--- src/rtl/rsf_pkg.sv ---
package rsf_pkg;

    parameter int TAG_W  = 4;
    parameter int DATA_W = 32;

    typedef logic [TAG_W-1:0]  tag_t;
    typedef logic [DATA_W-1:0] data_t;

    localparam tag_t READY_TAG = '0;

    typedef struct packed {
        logic  busy;
        tag_t  tag;
        data_t value;
    } reg_state_t;

    typedef struct packed {
        logic  valid;
        tag_t  tag;
        data_t data;
    } bcast_t;

    typedef struct packed {
        tag_t  tag;
        data_t data;
    } operand_t;

    function automatic logic bcast_hits(bcast_t b, reg_state_t s);
        return b.valid && s.busy && (b.tag == s.tag) && (b.tag != READY_TAG);
    endfunction

endpackage

--- src/rtl/rsf_entry.sv ---
module rsf_entry
    import rsf_pkg::*;
(
    input  logic       clk,
    input  logic       rst,
    input  bcast_t     bc,
    input  logic       rename_en,
    input  tag_t       rename_tag,
    output reg_state_t state
);

    reg_state_t state_q;
    reg_state_t state_d;
    logic       hit;

    assign hit   = bcast_hits(bc, state_q);
    assign state = state_q;

    always_comb begin
        state_d = state_q;
        if (hit) begin
            state_d.busy  = 1'b0;
            state_d.tag   = READY_TAG;
            state_d.value = bc.data;
        end
        if (rename_en) begin
            state_d.busy = 1'b1;
            state_d.tag  = rename_tag;
        end
    end

    always_ff @(posedge clk) begin
        if (rst) begin
            state_q <= '0;
        end else begin
            state_q <= state_d;
        end
    end

    p_rename_pending_r4: assert property (@(posedge clk) disable iff (rst)
        rename_en |=> (state_q.busy && state_q.tag == $past(rename_tag)));

    p_match_completes_r6: assert property (@(posedge clk) disable iff (rst)
        (hit && !rename_en) |=> (!state_q.busy && state_q.value == $past(bc.data)));

    p_quiet_holds_r7: assert property (@(posedge clk) disable iff (rst)
        (!hit && !rename_en) |=> $stable(state_q));

    p_idle_tag_zero_r1: assert property (@(posedge clk) disable iff (rst)
        !state_q.busy |-> state_q.tag == READY_TAG);

endmodule

--- src/rtl/rsf_read_port.sv ---
module rsf_read_port
    import rsf_pkg::*;
#(
    parameter int NUM_REGS = 4,
    localparam int IDX_W   = (NUM_REGS > 1) ? $clog2(NUM_REGS) : 1
) (
    input  logic                      clk,
    input  logic                      rst,
    input  reg_state_t [NUM_REGS-1:0] states,
    input  logic [IDX_W-1:0]          idx,
    input  bcast_t                    bc,
    output operand_t                  opnd
);

    reg_state_t sel;
    logic       fwd;

    assign sel = states[idx];
    assign fwd = bcast_hits(bc, sel);

    always_comb begin
        if (!sel.busy) begin
            opnd.tag  = READY_TAG;
            opnd.data = sel.value;
        end else if (fwd) begin
            opnd.tag  = READY_TAG;
            opnd.data = bc.data;
        end else begin
            opnd.tag  = sel.tag;
            opnd.data = '0;
        end
    end

    p_pending_reports_tag_r3: assert property (@(posedge clk) disable iff (rst)
        (states[idx].busy && !(bc.valid && bc.tag == states[idx].tag))
            |-> (opnd.tag != READY_TAG && opnd.data == '0));

    p_forward_same_cycle_r9: assert property (@(posedge clk) disable iff (rst)
        (states[idx].busy && bc.valid && bc.tag == states[idx].tag)
            |-> (opnd.tag == READY_TAG && opnd.data == bc.data));

endmodule

--- src/rtl/rename_status_file.sv ---
module rename_status_file
    import rsf_pkg::*;
#(
    parameter int NUM_REGS = 4,
    localparam int IDX_W   = (NUM_REGS > 1) ? $clog2(NUM_REGS) : 1,
    localparam int NUM_SRC = 2
) (
    input  logic              clk,
    input  logic              rst,
    input  logic              issue_valid,
    input  logic [IDX_W-1:0]  src_a_idx,
    input  logic [IDX_W-1:0]  src_b_idx,
    input  logic [IDX_W-1:0]  dst_idx,
    input  logic [TAG_W-1:0]  issue_tag,
    input  logic              bc_valid,
    input  logic [TAG_W-1:0]  bc_tag,
    input  logic [DATA_W-1:0] bc_data,
    output logic [TAG_W-1:0]  src_a_tag,
    output logic [DATA_W-1:0] src_a_data,
    output logic [TAG_W-1:0]  src_b_tag,
    output logic [DATA_W-1:0] src_b_data
);

    bcast_t                    bc;
    reg_state_t [NUM_REGS-1:0] states;
    logic [IDX_W-1:0]          src_idx [NUM_SRC];
    operand_t                  src_opnd [NUM_SRC];

    assign bc.valid = bc_valid;
    assign bc.tag   = bc_tag;
    assign bc.data  = bc_data;

    assign src_idx[0] = src_a_idx;
    assign src_idx[1] = src_b_idx;

    genvar gi;
    generate
        for (gi = 0; gi < NUM_REGS; gi++) begin : g_reg
            rsf_entry u_entry (
                .clk        (clk),
                .rst        (rst),
                .bc         (bc),
                .rename_en  (issue_valid && (dst_idx == IDX_W'(gi))),
                .rename_tag (issue_tag),
                .state      (states[gi])
            );
        end
        for (gi = 0; gi < NUM_SRC; gi++) begin : g_src
            rsf_read_port #(.NUM_REGS(NUM_REGS)) u_port (
                .clk    (clk),
                .rst    (rst),
                .states (states),
                .idx    (src_idx[gi]),
                .bc     (bc),
                .opnd   (src_opnd[gi])
            );
        end
    endgenerate

    assign src_a_tag  = src_opnd[0].tag;
    assign src_a_data = src_opnd[0].data;
    assign src_b_tag  = src_opnd[1].tag;
    assign src_b_data = src_opnd[1].data;

    p_issue_tag_nonzero_r4: assert property (@(posedge clk) disable iff (rst)
        issue_valid |-> issue_tag != READY_TAG);

    p_dest_pending_r10: assert property (@(posedge clk) disable iff (rst)
        issue_valid |=> (src_a_idx != $past(dst_idx)) || (src_a_tag == $past(issue_tag))
                        || (bc_valid && bc_tag == $past(issue_tag)));

endmodule

--- config.mk ---
export PLATFORM = sky130hd
export DESIGN_NAME = rename_status_file
export DESIGN_NICKNAME = d
export VERILOG_FILES = /design/src/rtl/rsf_pkg.sv /design/src/rtl/rsf_entry.sv /design/src/rtl/rsf_read_port.sv /design/src/rtl/rename_status_file.sv
export SDC_FILE = /design/constraint.sdc
export NUM_CORES = 1
export LEC_CHECK = 0
export ABC_AREA = 1
export CAP_MARGIN = 40
export CORE_AREA = 10 10 160 162
export CTS_CLUSTER_DIAMETER = 100
export DETAILED_ROUTE_END_ITERATION = 8
export DIE_AREA = 0 0 170 172
export GPL_TIMING_DRIVEN = 0
export PLACE_DENSITY = 0.62
export SLEW_MARGIN = 20
export SYNTH_ARGS = -nofsm -noshare
export SYNTH_HDL_FRONTEND = slang
export SYNTH_SLANG_ARGS = --single-unit
--- constraint.sdc ---
create_clock -name clk -period 5.1 [get_ports clk]
set_clock_uncertainty 0.05 [all_clocks]
set_input_delay 1.275 -clock clk [delete_from_list [all_inputs] [get_ports clk]]
set_output_delay 1.275 -clock clk [all_outputs]
set_load 0.01 [all_outputs]
Word level (Yosys, flattened, before mapping)
Index checks and enable logic that the tools add are counted.
W data, S select, Z words.
{"block": "word_totals", "latch_bits": 0, "reg_bits": 148, "out_inout_bits": 72, "ram_bits": 0, "input_bits": 50, "mem_count": 0, "wordCells": 67, "rom_bits": 0}
{"block": "classes", "n_div": 0, "order_cmp": 2, "reduce_logical": 28, "shifts": 0, "mux": 16, "bitwise": 0, "eq_ne": 9, "n_addsub": 0, "multipliers": 0}
{"operator": "$mux W37", "n": 6}
{"operator": "$bmux W37 S2", "n": 2}
{"operator": "$mux W36", "n": 4}
{"operator": "$eq A4 B4 Y1", "n": 6}
{"operator": "$logic_and A1 B1 Y1", "n": 22}
{"operator": "$mux W5", "n": 4}
{"operator": "$reduce_bool A2 Y1", "n": 4}
{"operator": "$lt A2 B3 Y1 const B", "n": 2}
{"operator": "$eq A2 B2 Y1 const B", "n": 2}
{"operator": "$reduce_bool A4 Y1", "n": 1}
{"operator": "$eq A2 B1 Y1 const B", "n": 1}
{"operator": "$logic_not A2 Y1", "n": 1}

Longest topological paths before layout
Gate-level depths: netlist (run 1).
{"block": "logic_depth", "depth_word": 7, "ltp_mapped": 12, "mapped_depth_nobuf": 10}

Modules after synthesis
A second synthesis (run 1) with hierarchy kept.
{"block": "unflattened", "hier_cells": 1482, "area_unflattened_um2": 9899.5}
{"module": "rsf_entry", "seq_area_each_um2": 740.7, "n_inst": 4, "cells_per_inst": 192, "area_per_inst_um2": 1581.5}
{"module": "rsf_read_port", "seq_area_each_um2": 0.0, "n_inst": 2, "cells_per_inst": 353, "area_per_inst_um2": 1771.7}
{"module": "rename_status_file", "seq_area_each_um2": 0.0, "n_inst": 1, "cells_per_inst": 8, "area_per_inst_um2": 30.0}

Worst setup path after synthesis (run 1)
No wires, ideal clock.
{"block": "synth_timing", "path_type": "input -> output", "start": "input src_a_idx[0]", "end": "output src_a_data[10]", "t_required_ps": 3775, "n_path_buf": 3, "t_arrival_ps": 2416, "stages": 9, "path_slack_ps": 1359, "cell_sequence": "buf_6 -> buf_4 -> nand2_1 -> nand3_1 -> nand2_2 -> xor2_2 -> buf_6 -> nand4_1 -> nand2_1"}
{"block": "synth_between", "elab_chain_cells": 7, "word_cells_on_any_way": 8, "cone_classes": "eq/ne (1); mux (4); reduce/logical (3)"}
{"item": "start: declaration", "line_no": "rename_status_file.sv:11", "text": "input logic [IDX_W-1:0] src_a_idx,"}
{"item": "$bmux W37 S2 *", "line_no": "rsf_read_port.sv:18", "text": "assign sel = states[idx];"}
{"item": "$mux W37 (implied by the code) *", "line_no": "rsf_read_port.sv:18"}
{"item": "$eq A4 B4 Y1 / $logic_and A1 B1 Y1 (equally long branches)", "line_no": "rsf_pkg.sv:29", "text": "return b.valid && s.busy && (b.tag == s.tag) && (b.tag != READY_TAG);"}
{"item": "$logic_and A1 B1 Y1 (2 in series)", "line_no": "rsf_pkg.sv:29"}
{"item": "$mux W36", "line_no": "rsf_read_port.sv:25", "text": "end else if (fwd) begin"}
{"item": "$mux W36 *", "line_no": "rsf_read_port.sv:22", "text": "if (!sel.busy) begin"}
{"item": "end: declaration", "line_no": "rename_status_file.sv:19", "text": "output logic [DATA_W-1:0] src_a_data,"}
Every way passes the cells marked *; elsewhere a longest branch is shown, timed or not. The select of a mux whose other input is x is not followed.

Worst setup path after layout (run 1)
{"block": "layout_timing", "start": "input bc_tag[0]", "end": "output src_a_data[31]"}
{"block": "layout_between", "elab_chain_cells": 5, "word_cells_on_any_way": 6, "cone_classes": "eq/ne (1); mux (2); reduce/logical (3)"}
{"item": "start: declaration", "line_no": "rename_status_file.sv:16", "text": "input logic [TAG_W-1:0] bc_tag,"}
{"item": "$eq A4 B4 Y1", "line_no": "rsf_pkg.sv:29"}
{"item": "$logic_and A1 B1 Y1", "line_no": "rsf_pkg.sv:29"}
{"item": "$logic_and A1 B1 Y1 *", "line_no": "rsf_pkg.sv:29"}
{"item": "$mux W36 *", "line_no": "rsf_read_port.sv:25"}
{"item": "$mux W36 *", "line_no": "rsf_read_port.sv:22"}
Every way passes the cells marked *; elsewhere a longest branch is shown, timed or not.

==> results of run 1 <==
==> worst reg2reg max path: stages (launching register included) <==
cell	delay, ns
dfxtp_1	0.46
o21ai_0	0.13
nor3_1	0.17
nand2_1	0.12
inv_1	0.26
buf_2	0.35
nor2_1	0.08
nor2_1	0.10
==> power groups by stage <==
| stage | Clock [uW] | Combinational, uW | Sequential, uW |
|---|---|---|---|
| 4_1_cts | 1420 | 524 | 1180 |
| 3_3_place_gp | 0 | 517 | 1200 |
| 2_1_floorplan | 0 | 271 | 1200 |
| 6_report | 1420 | 532 | 1180 |
| 5_1_grt | 1470 | 571 | 1180 |
| 3_5_place_dp | 0 | 519 | 1200 |
==> per-layer routing <==
metal | up-vias | part of all wire [%]
met5 | - | 0
met4 | 0 | 1.8
met3 | 50 | 8.8
met2 | 490 | 46
met1 | 4788 | 43
li1 | 5062 | -
==> through the flow <==
stage	area [sq um]	TNS, ns	total power, uW	worst slack, ns
2_1_floorplan	8816	0	1470	1.359
3_3_place_gp	10350	-15.03	1720	-0.3036
3_5_place_dp	10350	-14.74	1723	-0.3119
4_1_cts	11030	0	3127	0.03129
5_1_grt	11030	0	3220	0.02833
6_report	11030	0	3134	0.09015
==> placed cells by master, fill, tap and decap left out <==
master             n
clkbuf_8           1
o21ai_0          172
clkinvlp_4         1
buf_6             13
dlygate4sd2_1      2
clkbuf_16         17
clkdlybuf4s50_1  115
clkbuf_2           7
o21ai_1           28
xor2_1             4
nand2_1          299
nor3_1             8
inv_2              4
nor2_2             1
bufinv_16          5
buf_4              9
nor3_2             4
nand4_1           64
a21oi_1           84
xor2_2             2
inv_6              1
dfxtp_1          148
buf_2             34
inv_4              2
clkbuf_1          46
nand2_2            4
clkinv_4           2
clkinv_2           4
nand3_1          173
buf_1              8
nor2_1           273
nor2_4             3
inv_1             50
dlymetal6s2s_1     1
==> cell type report <==
cell class / count / area [sq um]
fill: 2371 / 11340
clock buffer: 19 / 442.9
tap: 285 / 356.6
inverter: 56 / 215.2
multi-input combinational: 1119 / 5047
sequential: 148 / 2963
clock inverter: 13 / 203.9
buffer: 116 / 618.1
timing repair buffer: 118 / 1181
==> kinds of logic after synthesis <==
logic type	after synthesis
flip-flops	148
buffers and inverters	172
AND/OR/NAND/NOR	829
AO/OA/AOI/OAI	284
XOR/XNOR	6
==> worst paths after layout <==
kind                                    from                          to
setup / recovery                   bc_tag[0]              src_a_data[31]
hold / removal     g_reg[2].u_entry.state[2]   g_reg[2].u_entry.state[2]
setup reg to reg  g_reg[1].u_entry.state[33]  g_reg[1].u_entry.state[22]
hold reg to reg    g_reg[2].u_entry.state[2]   g_reg[2].u_entry.state[2]
==> timing repair <==
action | CTS | global route
gates resized for setup | 11 | 1
hold buffers | 0 | 0
endpoints found under the setup margin | 66 | 29
==> impl_metrics.ini, run 1 <==
[synth]
synth_top_area_share_pct = 33.61
synth_most_common_cell = nand2_1
synthAdderAreaFrac_pct = 0
yosys_warnings = 0
seq_area_frac_synth_pct = 33.61
syn_inst = 1439
synth_top_family_by_area = simple AND/OR/NAND/NOR gates
synth_flop_cell = dfxtp_1
synthMuxAreaShare_pct = 0
synth_area_leaders = dfxtp_1 (34%), nand2_1 (13%), nor2_1 (12%)
synth_edf_count = 0
synth_area_sq_um = 8816
synth-compound-area-share_pct = 16.12
ys_ff_latch = 148
synth.distinct_cells = 23
async_flop_share_pct = 0
synth_xor_area_share_pct = 0.7664
synthesis.nets = 1489
synth_top_area_cell = dfxtp_1
yosys-top-cells-count = nand2_1 (300), nor2_1 (273), nand3_1 (173)
synthSimpleGateAreaFrac_pct = 40.16
syn_area_per_cell_sq_um = 6.126

[global_routing]
use_met3_pct = 5.312
grt_util_all_layers_pct = 24.16
antenna_found_initial = 0
grt_max_degree = 17
grt_most_used_layer = met2
grt-ovfl-total = 0
first_global_vias = 9781
met2_usage_pct = 39.28
grt_pass1_wl_um = 55410
use_met1_pct = 31.37

[floorplanning]
placementRows = 55
die-area_sq_um = 29240
io_pins = 122
fp.dieH_um = 172
start_util_pct = 39.42
core_sq_um = 22370
dieWidth_um = 170

[cells_and_area]
drive_gt1_share_pct = 7.174
antenna_cells = 0
fin_util_pct = 49.31
layout.nets = 1626
final_cell_count_no_fill = 1874
largest_reg_flops = 148
syn_to_final_growth_pct = 25.09

[clocking]
insertion_delay_ns = 0.43
cts_root_buf = clkbuf_16
htree_levels = 4
cts_setup_buffers = 0
clockBufferDepth = 2
cts_sinks = 148
cts_buffers = 17
cts_tree = yes
clk_pin_slew_ns = 0.06

[worst_setup_path]
cp_cell_sequence = clkdlybuf4s50_1 > nor2_1 > nand3_1 > nand2_2 > nor2_1 > nand2_1 > nor2_4 > buf_2 > nand4_1 > nand2_1 > clkdlybuf4s50_1
path_class = primary input to output port
cp_slowest_cell = clkdlybuf4s50_1
worst_setup_path_start_kind = primary input
crit_cells = 11
worstPathArrival_ns = 3.68
end_kind = output port
path_buf_inv = 3
cp.required_ns = 3.77
slowest_delay_ns = 0.56
cp_top_family = buffers and inverters
r2r_slack_ns = 3.31
cp_max_fo = 10
r2r_cells = 7

[routing]
wl_per_cell_um = 19.17
route.vias.total = 10390
final_antenna_net_count = 0
vias_per_cell = 5.544
wirelength_um = 35920
first_pass_iters = 6
drc_errors = 0
drt_iter0_drc = 1232

[power]
combPwrFrac_pct = 17.0
pwr-share-seq_pct = 37.6
ir_drop_uv = 162.3
pwr-share-clk_pct = 45.4
p_int_uw = 2238
p_per_area_nw_per_um2 = 284.1
leakagePower_uw = 0.004233
p_switching_uw = 895.8
switching_share_pct = 28.59

[placed_design]
globalplace.congestion = 0.9052
hpwlAfterDp_um = 25350
placed_cells = 1842
io_buffers = 118

[timing]
whs_ns = 0.4333
hold_viol = 0
fmax_mhz = 199.6
period_share_pct = 98.23
rsz0062_at_grt = false
fin_crit_ns = 5.010
tightest_slew_ns = 0.6381
timing.slew.headroom_pct = 57.46
final-setup-viol-count = 0
drv_slew = 0

[run_status]
outcome = finished clean

[min_path]
hp-class = flip-flop to flip-flop
holdPathStages = 2

[job]
cap_viol_max_count = 0
(Power assumes the default switching activity.)
==> run 2, diff against run 1 <==
--- a/config.mk
+++ b/config.mk
@@ -11,8 +11,8 @@
 export CTS_CLUSTER_DIAMETER = 100
 export DETAILED_ROUTE_END_ITERATION = 8
 export DIE_AREA = 0 0 170 172
-export GPL_TIMING_DRIVEN = 0
 export PLACE_DENSITY = 0.62
+export SKIP_CTS_REPAIR_TIMING = 1
 export SLEW_MARGIN = 20
 export SYNTH_ARGS = -nofsm -noshare
 export SYNTH_HDL_FRONTEND = slang
==> run 2 against run 1 <==
Against the previous run: clock power down 4%; final area fell by 2.8%; cell count fell by 4.1%; flip-flop and latch count unchanged; sequential share of layout area increased by 0.76 points; die area unchanged; critical endpoint is now src_a_tag[0]; clock-buffer cell count stayed put; largest power group unchanged; total power decreased by 3.3%; non-clock buffer count shrank 77; worst setup slack improved by 0.061 ns; via count down 5.8%; sequential power hardly changed.
==> impl_metrics.ini, run 2 (same netlist as run 1, synthesis figures left out) <==
[run_status]
outcome = finished clean

[min_path]
hp-class = flip-flop to flip-flop
whs_endpoint = g_reg[2].u_entry.state[28]
min_from = g_reg[2].u_entry.state[28]
holdPathStages = 2

[timing]
hold_viol = 0
drv_slew = 0
whs_ns = 0.4322
timing.slew.headroom_pct = 49.60
fmax_mhz = 202.1
rsz0062_at_grt = false
finalSetupTns_ns = 0
final-setup-viol-count = 0
worst_slack_ns = 0.1512
fin_crit_ns = 4.949
tightest_slew_ns = 0.7536
period_share_pct = 97.04

[placed_design]
hpwlAfterDp_um = 19750
globalplace.congestion = 0.8982
place_ws_ns = 0.1999
io_buffers = 121

[global_routing]
grt_max_degree = 129
use_met3_pct = 4.423
grt_pass1_wl_um = 49780
antenna_found_initial = 0
first_global_vias = 9220
met2_usage_pct = 35.81
use_met1_pct = 26.39
grt_util_all_layers_pct = 21.21
grt-ovfl-total = 0
grt_most_used_layer = met2

[power]
p_per_area_nw_per_um2 = 282.6
leakagePower_uw = 0.004044
power_uw = 3031
ir_drop_uv = 222.1

[worst_setup_path]
path_buf_inv = 4
worst_setup_path_start_kind = primary input
cp.required_ns = 3.77
end_kind = output port
cp_cell_sequence = clkdlybuf4s50_1 > inv_2 > nand3_1 > nand2_2 > xor2_2 > buf_4 > nand3_1 > nand2_1 > nor2_1 > clkdlybuf4s50_1
r2r_slack_ns = 3.04
slowest_delay_ns = 0.64
path_class = primary input to output port
cp_max_fo = 17
r2r_cells = 8
r2r_start = g_reg[1].u_entry.state[33]
cp_slowest_cell = clkdlybuf4s50_1
cp_top_family = buffers and inverters
worstPathArrival_ns = 3.62
rr_endpoint = g_reg[1].u_entry.state[7]

[routing]
drt_iter0_drc = 893
first_pass_iters = 5
vias_per_cell = 5.446
wirelength_um = 31660
wl_per_cell_um = 17.62
final_antenna_net_count = 0
drc_errors = 0
route.vias.total = 9786

[floorplanning]
start_util_pct = 39.42
core_sq_um = 22370
placementRows = 55
io_pins = 122
die-area_sq_um = 29240
fp.dieH_um = 172
dieWidth_um = 170

[cells_and_area]
n_fill_cell = 2272
largest_reg_flops = 148
layout.nets = 1549
fin_util_pct = 47.95
mostFrequentLayoutCells = nand2_1 (300), nor2_1 (273), nand3_1 (173)
layout_commonest_cell = nand2_1
drive_gt1_share_pct = 5.952
syn_to_final_growth_pct = 21.64
antenna_cells = 0

[clocking]
clk_pin_slew_ns = 0.06
clockBufferDepth = 2
insertion_delay_ns = 0.42
htree_levels = 4
cts_tree = yes
cts_root_buf = clkbuf_16
cts_buffers = 17
cts_sinks = 148

[job]
cap_viol_max_count = 0
run 2: layout make-up:
cell class,count,area [sq um],area share [%]
multi-input combinational,1119,5030,46.90
sequential,148,2963,27.63
timing repair buffer,157,1526,14.23
clock buffer,19,452.9,4.224
tap,285,356.6,3.325
inverter,56,215.2,2.007
clock inverter,13,180.2,1.680
run 2: worst register-to-register path: cells and delay by family, from the launching register on:
family / cells / cell delay [ns]
buffers and inverters: 3 / 0.82
flip-flops: 1 / 0.43
AO/OA/AOI/OAI: 1 / 0.12
AND/OR/NAND/NOR: 4 / 0.57
run 2: where the power goes:
group / switching [uW] / internal (uW) / leakage, uW / total, uW
combinational: 308 / 184 / 0.00255 / 492
sequential: 12.2 / 1170 / 0.00119 / 1180
clock: 516 / 844 / 0.000305 / 1360
run 2: metal layers:
layer,routed length (um),part of all wire (%),up-vias
li1,-,-,4897
met2,14740,47,369
met5,0,0,-
met4,604,1.9,0
met1,13830,44,4475
met3,2491,7.9,45
run 2: how the worst max path moves through the flow:
stage | startpoint | to | cells past startpoint
5_1_grt | src_a_idx[1] | src_a_tag[0] | 12
6_report | src_a_idx[1] | src_a_tag[0] | 10
4_1_cts | src_a_idx[1] | src_a_tag[0] | 10
2_1_floorplan | src_a_idx[0] | src_a_data[10] | 9
3_3_place_gp | src_a_idx[1] | src_a_tag[0] | 10
3_5_place_dp | src_a_idx[1] | src_a_tag[0] | 10
run 2: stage by stage:
step                instances  instance area, sq um
global placement         1765                 10090
finish                   1797                 10720
global route             1797                 10720
CTS                      1797                 10720
detailed placement       1765                 10090
floorplan                1439                  8816
==> run 3, diff against run 2 <==
--- a/config.mk
+++ b/config.mk
@@ -7,13 +7,14 @@
 export LEC_CHECK = 0
 export ABC_AREA = 1
 export CAP_MARGIN = 40
-export CORE_AREA = 10 10 160 162
+export CORE_AREA = 2 2 161 163
 export CTS_CLUSTER_DIAMETER = 100
 export DETAILED_ROUTE_END_ITERATION = 8
-export DIE_AREA = 0 0 170 172
-export PLACE_DENSITY = 0.62
+export DIE_AREA = 0 0 163 165
+export PLACE_DENSITY = 0.61
 export SKIP_CTS_REPAIR_TIMING = 1
 export SLEW_MARGIN = 20
 export SYNTH_ARGS = -nofsm -noshare
 export SYNTH_HDL_FRONTEND = slang
+export SYNTH_HIERARCHICAL = 1
 export SYNTH_SLANG_ARGS = --single-unit
==> run 3 against run 2 <==
Against the previous run: non-clock buffer count rose by 13; sequential share of layout area is 2.5 points lower; largest power group unchanged; maximum frequency increased by 0.93%; total power rose by 5.2%; clock-buffer cell count down 1; worst hold slack worse by 0.0074 ns; wire length is 23% higher; worst setup slack improved by 0.045 ns.
==> impl_metrics.ini, run 3 <==
[run_status]
outcome = finished clean

[min_path]
hp-class = flip-flop to flip-flop
holdPathStages = 2
whs_endpoint = g_reg[1].u_entry/state[30]
min_from = g_reg[1].u_entry/state[30]

[cells_and_area]
drive_gt1_share_pct = 14.33
largest_reg_flops = 148
post-route-cell-area_sq_um = 11770
layout_commonest_cell = nand2_1
syn_to_final_growth_pct = 18.89
layout.nets = 1593
mostFrequentLayoutCells = nand2_1 (346), dfxtp_1 (148), nor2_1 (144), a21oi_1 (144)

[clocking]
htree_levels = 4
cts_buffers = 17
cts_root_buf = clkbuf_16
insertion_delay_ns = 0.42
clockBufferDepth = 2
cts_tree = yes
clk_pin_slew_ns = 0.06
cts_sinks = 148

[worst_setup_path]
worst_setup_path_start_kind = primary input
r2r_slack_ns = 3.05
rr_endpoint = g_reg[3].u_entry/state[26]
r2r_cells = 7
path_class = primary input to output port
cp.required_ns = 3.77
worstPathArrival_ns = 3.58
r2r_start = g_reg[3].u_entry/state[34]
end_kind = output port
cp_max_fo = 19

[power]
p_switching_uw = 976.4
ir_drop_uv = 212.3
pwr-share-seq_pct = 36.8
power_uw = 3189
leakagePower_uw = 0.004229
combPwrFrac_pct = 20.2
p_per_area_nw_per_um2 = 270.9
switching_share_pct = 30.62
p_int_uw = 2213
pwr-share-clk_pct = 42.9

[synth]
synth_edf_count = 0
syn_inst = 1482
synth_area_sq_um = 9899
synth_most_common_cell = nand2_1
syn_area_per_cell_sq_um = 6.680
yosys_warnings = 6
async_flop_share_pct = 0
synth.distinct_cells = 22
seq_area_frac_synth_pct = 29.93
synth_top_area_share_pct = 29.93
synthesis.nets = 1532
synth_flop_cell = dfxtp_1
synth_area_leaders = dfxtp_1 (30%), nand2_1 (13%), nand4_1 (8.1%)
ys_ff_latch = 148
yosys-top-cells-count = nand2_1 (346), dfxtp_1 (148), a21oi_1 (144), nor2_1 (144)
synth_top_area_cell = dfxtp_1

[floorplanning]
dieWidth_um = 163
die-area_sq_um = 26900
io_pins = 122
fp.dieH_um = 165
placementRows = 58
start_util_pct = 39.54
core_sq_um = 25040

[timing]
rsz0062_at_grt = false
hold_viol = 0
fin_crit_ns = 4.903
worst_slack_ns = 0.1967
fmax_mhz = 203.9
period_share_pct = 96.14
tightest_slew_ns = 0.6989
timing.slew.headroom_pct = 53.30
drv_slew = 0
finalSetupTns_ns = 0
final-setup-viol-count = 0

[job]
cap_viol_max_count = 0

[global_routing]
grt-ovfl-total = 0
grt_max_degree = 67
grt_pass1_wl_um = 59800
antenna_found_initial = 1
first_global_vias = 10550
grt_util_all_layers_pct = 28.55

[routing]
vias_per_cell = 5.900
route.vias.total = 11133
wl_per_cell_um = 20.62
drc_errors = 0
final_antenna_net_count = 0
wirelength_um = 38910
drt_iter0_drc = 1321
first_pass_iters = 7

[placed_design]
place_ws_ns = 0.2033
io_buffers = 121
hpwlAfterDp_um = 23240
post_dp_cell_area_sq_um = 11140
globalplace.congestion = 0.9627
[run 3: cell types whose count changed after synthesis, moves of 10 or more]
| cell | delta |
|---|---|
| o21ai_1 | -28 |
| nand2_2 | +63 |
| nand4_1 | +64 |
| o22ai_1 | +64 |
| nand3_1 | -103 |
| inv_2 | +10 |
| nand2_1 | +46 |
| a21oi_1 | +60 |
| buf_4 | +22 |
| buf_2 | -17 |
| o21ai_0 | -44 |
| nand3_2 | +38 |
| nor2_1 | -129 |
[run 3: cell type report]
cell class | count | area [sq um]
diodes | 1 | 2.502
clock inverters | 14 | 200.2
inverters | 56 | 210.2
well taps | 330 | 412.9
repair buffers | 170 | 1662
multi-input cells | 1150 | 5891
flip-flops and latches | 148 | 2963
fillers | 2592 | 13270
clock buffers | 18 | 429.2
[run 3: cell families (layout without fill, tap and decap cells)]
logic type | Yosys count | count (layout) | synth area share [%]
compound gates | 340 | 340 | 18.15
buf+inv | 184 | 258 | 10.57
flops | 148 | 148 | 29.93
other cells | 0 | 1 | 0
simple gates | 810 | 810 | 41.35
[run 3: through the flow]
step / instances / hold WS, ns / utilization [%]
2_1_floorplan: 1482 / 0.3993 / -
3_3_place_gp: 1853 / 0.4103 / 44.38
3_5_place_dp: 1854 / 0.4150 / 44.49
4_1_cts: 1886 / 0.4252 / 47.00
5_1_grt: 1887 / 0.4414 / 47.01
6_report: 1887 / 0.4247 / 47.01
[run 3: how the worst max path moves through the flow]
stage | endpoint | cells past startpoint | start
after floorplan | src_a_data[16] | 11 | src_a_idx[0]
after global placement | src_a_tag[0] | 12 | src_a_idx[1]
after detailed placement | src_a_tag[0] | 12 | src_a_idx[1]
after CTS | src_a_tag[0] | 12 | src_a_idx[1]
after global routing | src_b_data[23] | 12 | src_b_idx[1]
final | src_b_data[23] | 11 | bc_tag[2]
[run 3: worst max-delay path, cell delays in order]
cell and delay [ns]:
clkdlybuf4s50_1 0.77, inv_1 0.11, nand3_1 0.10, nand2_1 0.05, nand2_1 0.06, nand2_2 0.09, nor2_8 0.16, buf_12 0.21
nand3_1 0.08, nand2_1 0.07, clkdlybuf4s50_1 0.57
[run 3: routing by layer]
metal / wire [um] / track usage (%) / up-vias / share of wire, %
met1: 16750 / 38.21 / 5246 / 43
met5: 0 / 0 / - / 0
met2: 17630 / 45.36 / 595 / 45
met4: 1049 / 10.30 / 0 / 2.7
met3: 3480 / 6.102 / 94 / 8.9
li1: - / - / 5198 / -
[run 3: power by group through the flow]
stage / combinational [uW] / sequential (uW) / clock (uW)
2_1_floorplan: 358 / 1190 / 0
3_3_place_gp: 623 / 1200 / 0
3_5_place_dp: 629 / 1200 / 0
4_1_cts: 632 / 1170 / 1380
5_1_grt: 685 / 1170 / 1430
6_report: 645 / 1170 / 1370
